`config.mk`:
```
export PLATFORM = sky130hd
export DESIGN_NAME = ost_timer
export DESIGN_NICKNAME = d
export VERILOG_FILES = /design/src/rtl/ost_pkg.sv /design/src/rtl/ost_fsm.sv /design/src/rtl/ost_counter.sv /design/src/rtl/ost_store.sv /design/src/rtl/ost_timer.sv
export SDC_FILE = /design/constraint.sdc
export NUM_CORES = 1
export LEC_CHECK = 0
export ABC_AREA = 1
export ABC_CLOCK_PERIOD_IN_PS = 3600
export BUFFER_PORTS_ARGS = -buffer_cell sky130_fd_sc_hd__buf_2
export CORE_MARGIN = 10
export CORE_UTILIZATION = 58
export DETAILED_ROUTE_END_ITERATION = 8
export PLACE_DENSITY = 0.84
export SYNTH_ARGS = -nofsm -noshare
export SYNTH_HDL_FRONTEND = slang
export SYNTH_HIERARCHICAL = 1
export SYNTH_SLANG_ARGS = --single-unit
export TNS_END_PERCENT = 5
```
`constraint.sdc`:
```
create_clock -name clk -period 3.6 [get_ports clk]
set_input_delay 0.72 -clock clk [delete_from_list [all_inputs] [get_ports clk]]
set_output_delay 0.72 -clock clk [all_outputs]
set_load 0.02 [all_outputs]
```
`src/rtl/ost_pkg.sv`:
```
package ost_pkg;
    typedef enum logic [1:0] {
        ST_IDLE  = 2'd0,
        ST_ARMED = 2'd1,
        ST_FIRE  = 2'd2
    } ost_state_e;
endpackage

```
`src/rtl/ost_fsm.sv`:
```
module ost_fsm
    import ost_pkg::*;
(
    input  logic       clk,
    input  logic       rst_n,
    input  logic       wr_arm,
    input  logic       wr_stop,
    input  logic       tick,
    input  logic       cnt_zero,
    output logic       load,
    output logic       dec,
    output logic       expire,
    output logic       pulse
);
    ost_state_e state_q, state_d;
    logic       wr_any;

    assign wr_any = wr_arm | wr_stop;

    // next-state selection
    always_comb begin
        state_d = state_q;
        unique case (state_q)
            ST_IDLE: begin
                if (wr_arm) state_d = ST_ARMED;                 // T_ARM
            end
            ST_ARMED: begin
                if (wr_arm)                 state_d = ST_ARMED; // T_RELOAD
                else if (wr_stop)           state_d = ST_IDLE;  // T_CANCEL
                else if (tick && cnt_zero)  state_d = ST_FIRE;  // T_EXPIRE
            end
            ST_FIRE: begin
                state_d = wr_arm ? ST_ARMED : ST_IDLE;          // T_RETIRE
            end
            default: state_d = ST_IDLE;
        endcase
    end

    // state register
    always_ff @(posedge clk) begin
        if (!rst_n) state_q <= ST_IDLE;
        else        state_q <= state_d;
    end

    // outputs
    always_comb begin
        load   = wr_arm;
        dec    = 1'b0;
        expire = 1'b0;
        pulse  = 1'b0;
        unique case (state_q)
            ST_IDLE:  ;
            ST_ARMED: begin
                dec    = tick && !wr_any && !cnt_zero;
                expire = tick && !wr_any &&  cnt_zero;
            end
            ST_FIRE:  pulse = 1'b1;
            default:  ;
        endcase
    end
endmodule

```
`src/rtl/ost_counter.sv`:
```
module ost_counter #(
    parameter int CNT_W = 27
) (
    input  logic             clk,
    input  logic             rst_n,
    input  logic             load,
    input  logic [CNT_W-1:0] load_val,
    input  logic             dec,
    output logic             cnt_zero
);
    logic [CNT_W-1:0] cnt_q;

    always_ff @(posedge clk) begin
        if (!rst_n)    cnt_q <= '0;
        else if (load) cnt_q <= load_val;
        else if (dec)  cnt_q <= cnt_q - 1'b1;
    end

    assign cnt_zero = (cnt_q == '0);
endmodule

```
`src/rtl/ost_store.sv`:
```
module ost_store #(
    parameter int DATA_W = 32
) (
    input  logic              clk,
    input  logic              rst_n,
    input  logic              wr_en,
    input  logic [DATA_W-1:0] wr_data,
    input  logic              clear,
    output logic [DATA_W-1:0] value
);
    always_ff @(posedge clk) begin
        if (!rst_n)     value <= '0;
        else if (wr_en) value <= wr_data;
        else if (clear) value <= '0;
    end
endmodule

```
`src/rtl/ost_timer.sv`:
```
module ost_timer #(
    parameter int DATA_W = 32,
    parameter int CNT_W  = 27,
    parameter int EN_BIT = 31
) (
    input  logic              clk,
    input  logic              rst_n,
    input  logic              wr_en,
    input  logic [DATA_W-1:0] wr_data,
    output logic [DATA_W-1:0] rd_data,
    input  logic              tick,
    output logic              timeout_pulse
);
    logic wr_arm, wr_stop, load, dec, expire, cnt_zero;

    assign wr_arm  = wr_en &&  wr_data[EN_BIT];
    assign wr_stop = wr_en && !wr_data[EN_BIT];

    ost_fsm u_fsm (
        .clk      (clk),
        .rst_n    (rst_n),
        .wr_arm   (wr_arm),
        .wr_stop  (wr_stop),
        .tick     (tick),
        .cnt_zero (cnt_zero),
        .load     (load),
        .dec      (dec),
        .expire   (expire),
        .pulse    (timeout_pulse)
    );

    ost_counter #(.CNT_W(CNT_W)) u_cnt (
        .clk      (clk),
        .rst_n    (rst_n),
        .load     (load),
        .load_val (wr_data[CNT_W-1:0]),
        .dec      (dec),
        .cnt_zero (cnt_zero)
    );

    ost_store #(.DATA_W(DATA_W)) u_store (
        .clk     (clk),
        .rst_n   (rst_n),
        .wr_en   (wr_en),
        .wr_data (wr_data),
        .clear   (expire),
        .value   (rd_data)
    );
endmodule

```
==> implementation parameters <==
Parameter                              Value

Run status
  Outcome ... finished clean

Worst setup path
  CP Launch Type ... flip-flop
  Critical path origin ... u_cnt/cnt_q[0]
  Crit path kind ... flip-flop to flip-flop
  CP arrival ... 2.99 ns
  CP Data Required Time ... 3.78 ns
  Register-to-Register Setup Slack ... 0.79 ns
  Startpoint of the worst register-to-register path ... u_cnt/cnt_q[0]
  Critical Path Fanout Max ... 32
  Kind of end point of the critical path ... flip-flop

Global route
  Initial antenna violation count ... 0
  Grt total ovfl ... 0
  Largest net degree at the start of global routing ... 36
  Gr usage total ... 19.6%
  Vias in the first global route ... 3,007
  Wire length of the first global-routing pass ... 14,000 um

Synthesis
  Ys async rst share ... 0%
  Synth top cells by count ... sky130_fd_sc_hd__nand2_1, sky130_fd_sc_hd__dfxtp_1, sky130_fd_sc_hd__a21oi_1
  Cell type contributing the most total cell area after synthesis ... sky130_fd_sc_hd__dfxtp_1
  Number of enable-type register cells in the synthesized netlist ... 0
  Proportion of synthesized chip area in sequential cells ... 38.5%
  Library cell with the highest instance count after synthesis ... sky130_fd_sc_hd__nand2_1
  Main synth FF type ... sky130_fd_sc_hd__dfxtp_1
  Net count of the mapped netlist ... 490
  Share of the synthesized area in the top cell type ... 38.5%
  Area of the mapped netlist ... 3180 um2
  Average size of a mapped cell ... 7.01 um2
  Cells after Synth ... 453
  Warning count from the yosys run ... 6
  Main area contributors after synthesis ... sky130_fd_sc_hd__dfxtp_1, sky130_fd_sc_hd__nand2_1, sky130_fd_sc_hd__a21oi_1
  Number of synthesized register bits ... 61
  Cell variety after synth ... 33

Detailed routing
  Average wire per cell in the routed design ... 14.8 um
  Mean number of vias per cell ... 5.47
  Remaining antenna violation count after routing ... 0
  Count of routing violations after the opening detailed-route iteration ... 325
  DRC viols ... 0
  Detailed-route via count ... 3,223
  Detailed-route wire length ... 8720 um
  First drt pass iteration count ... 5

Pwr
  Switching share of power ... 30.6%
  Power per unit of standard cell area ... 472 nW/um2
  Internal power of the cells ... 1.22 mW
  Portion of total power attributed to combinational logic ... 22.5%
  Clock network fraction of total power ... 34.9%
  Proportion of power drawn by flip-flops and latches ... 42.6%
  Switching Power ... 535 uW
  Peak ir drop on the vdd network ... 0.339 mV
  Leakage power ... 1.71 nW

Run
  Number of max-cap violations ... 0

Final layout
  Area occupied by multi-input gates ... 1710 um2
  Number of non-filler instances in the completed layout ... 589
  Area delta synth->final ... 16.9%
  Final design utilization ... 71.3%
  Number of diodes ... 0
  FF+latch area ... 1220 um2
  Share of final-layout standard cells stronger than drive strength 1 ... 23.9%
  # fillers ... 432
  Final net count ... 553

Floorplanning
  Placeable core area ... 5200 um2
  Starting density of the core ... 61.0%
  Die extent in x ... 94.0 um
  # IOs ... 69
  Die Outline Area ... 8840 um2
  # rows ... 26
  Die Y ... 94.0 um

CTS
  Reg clk slew, reported paths ... 0.06 ns
  Sink Count ... 61
  Number of hold buffers added after CTS ... 0
  Post-CTS setup buffers ... 0
  Clock insertion delay at the later pin of the skew report ... 0.34 ns
  Cells resized by post-CTS repair ... 0
  Num CTS Buffers ... 9
  CTS max path bufs ... 2
  Clk Tree Root Cell ... sky130_fd_sc_hd__clkbuf_8
  CTS H-tree depth ... 3
  TritonCTS clock tree ... built

Placed design
  Post-detailed-placement half-perimeter wirelength ... 6360 um
  Post-placement cell count ... 575
  Count of buffers from port buffering ... 68
  Final Wtd Congestion ... 0.922

STA
  Time the worst path needs with I/O delays and setup ... 2.81 ns
  Final setup violation count ... 0
  Max_slew headroom ... 30.9%
  Fin Clk Skew ... 0.00649 ns
  Final Cycle Share ... 78.1%
  Number of pins exceeding their max-slew limit in the final report ... 0
  Slew at the pin with the worst max-slew slack ... 1.03 ns
  Setup total negative slack ... 0 ns
  Achievable Freq ... 0.356 GHz
  Count of endpoints failing hold in the final timing report ... 0
  Unrepaired setup endpoints after global routing ... no

Hold path
  Hold path startpoint ... u_store/value[9]
  Hold Path Class ... flip-flop to flip-flop
cell usage in the layout (no fill, tap or decap), types with 3 or more instances in the layout:
master	synthesis	layout
sky130_fd_sc_hd__a21oi_1	51	51
sky130_fd_sc_hd__a22oi_1	17	17
sky130_fd_sc_hd__a31oi_1	7	7
sky130_fd_sc_hd__buf_2	7	68
sky130_fd_sc_hd__buf_4	2	4
sky130_fd_sc_hd__clkbuf_8	0	12
sky130_fd_sc_hd__dfxtp_1	61	61
sky130_fd_sc_hd__inv_1	30	30
sky130_fd_sc_hd__inv_2	4	4
sky130_fd_sc_hd__nand2_1	136	136
sky130_fd_sc_hd__nand2_2	6	6
sky130_fd_sc_hd__nand2_4	4	4
sky130_fd_sc_hd__nand3_1	20	20
sky130_fd_sc_hd__nand4_1	3	3
sky130_fd_sc_hd__nor2_1	47	47
sky130_fd_sc_hd__nor2_2	11	11
sky130_fd_sc_hd__nor2_4	4	4
sky130_fd_sc_hd__nor2_8	3	3
sky130_fd_sc_hd__o21ai_0	5	5
sky130_fd_sc_hd__o21ai_1	6	6
sky130_fd_sc_hd__o21bai_2	3	3
per-layer routing:
metal	wire (um)	up-vias	global-route usage, %
li1	-	1601	-
met1	3850	1486	23.8
met2	4010	110	30.7
met3	661	26	6.24
met4	199	0	9.24
met5	0	-	0
sequential cells by signal (all words and copies together), names as in the netlist:
register       count
u_store/value     32
u_cnt/cnt_q       27
u_fsm/state_q      2
logic make-up after synthesis:
family | share of synthesized area [%]
buffers and inverters | 7.84
AOI/OAI and AO/OA | 17.5
adders and majority gates | 0.394
xor gates and xnor gates | 1.10
DFF | 38.5
and+or+nand+nor | 34.7
cell type report:
class                   count  area share [%]
clock buffers              13            4.55
clock inverters             1           0.809
inverters                  34            3.44
multi-input cells         338            46.0
flip-flops and latches     61            32.9
well taps                  70            2.36
repair buffers             72            9.98
path summary, 6_finish.rpt:
kind,end,cells past startpoint
max,u_store/value[12],11
min,u_store/value[9],2
max reg2reg,u_store/value[12],11
min reg2reg,u_store/value[9],2
power by group through the flow:
stage / registers (mW) / logic (mW) / clock network [mW]
global route: 0.749 / 0.433 / 0.651
floorplan: 0.778 / 0.265 / 0
detailed placement: 0.759 / 0.384 / 0
global placement: 0.757 / 0.375 / 0
CTS: 0.744 / 0.389 / 0.621
finish: 0.745 / 0.394 / 0.612
per-stage QoR:
stage          total power, mW  setup slack [ns]  hold WS, ns  area, um2
2_1_floorplan             1.04              1.40        0.500       3180
3_3_place_gp              1.13             0.847        0.445       3510
3_5_place_dp              1.14             0.744        0.451       3510
4_1_cts                   1.75             0.821        0.460       3710
5_1_grt                   1.83             0.549        0.484       3710
6_report                  1.75             0.787        0.456       3710
worst max-delay path: stages, from the launching register on:
cell and delay, ns:
sky130_fd_sc_hd__dfxtp_1 0.33, sky130_fd_sc_hd__inv_1 0.14, sky130_fd_sc_hd__ha_1 0.31, sky130_fd_sc_hd__nand2_4 0.13, sky130_fd_sc_hd__nor2_4 0.17, sky130_fd_sc_hd__nand3_1 0.12, sky130_fd_sc_hd__nor4_1 0.53, sky130_fd_sc_hd__nand2_1 0.21
sky130_fd_sc_hd__nor2_1 0.35, sky130_fd_sc_hd__nor2_8 0.16, sky130_fd_sc_hd__nand2_1 0.14, sky130_fd_sc_hd__a21oi_1 0.07
Note: power is estimated with default switching activity, not from simulation.
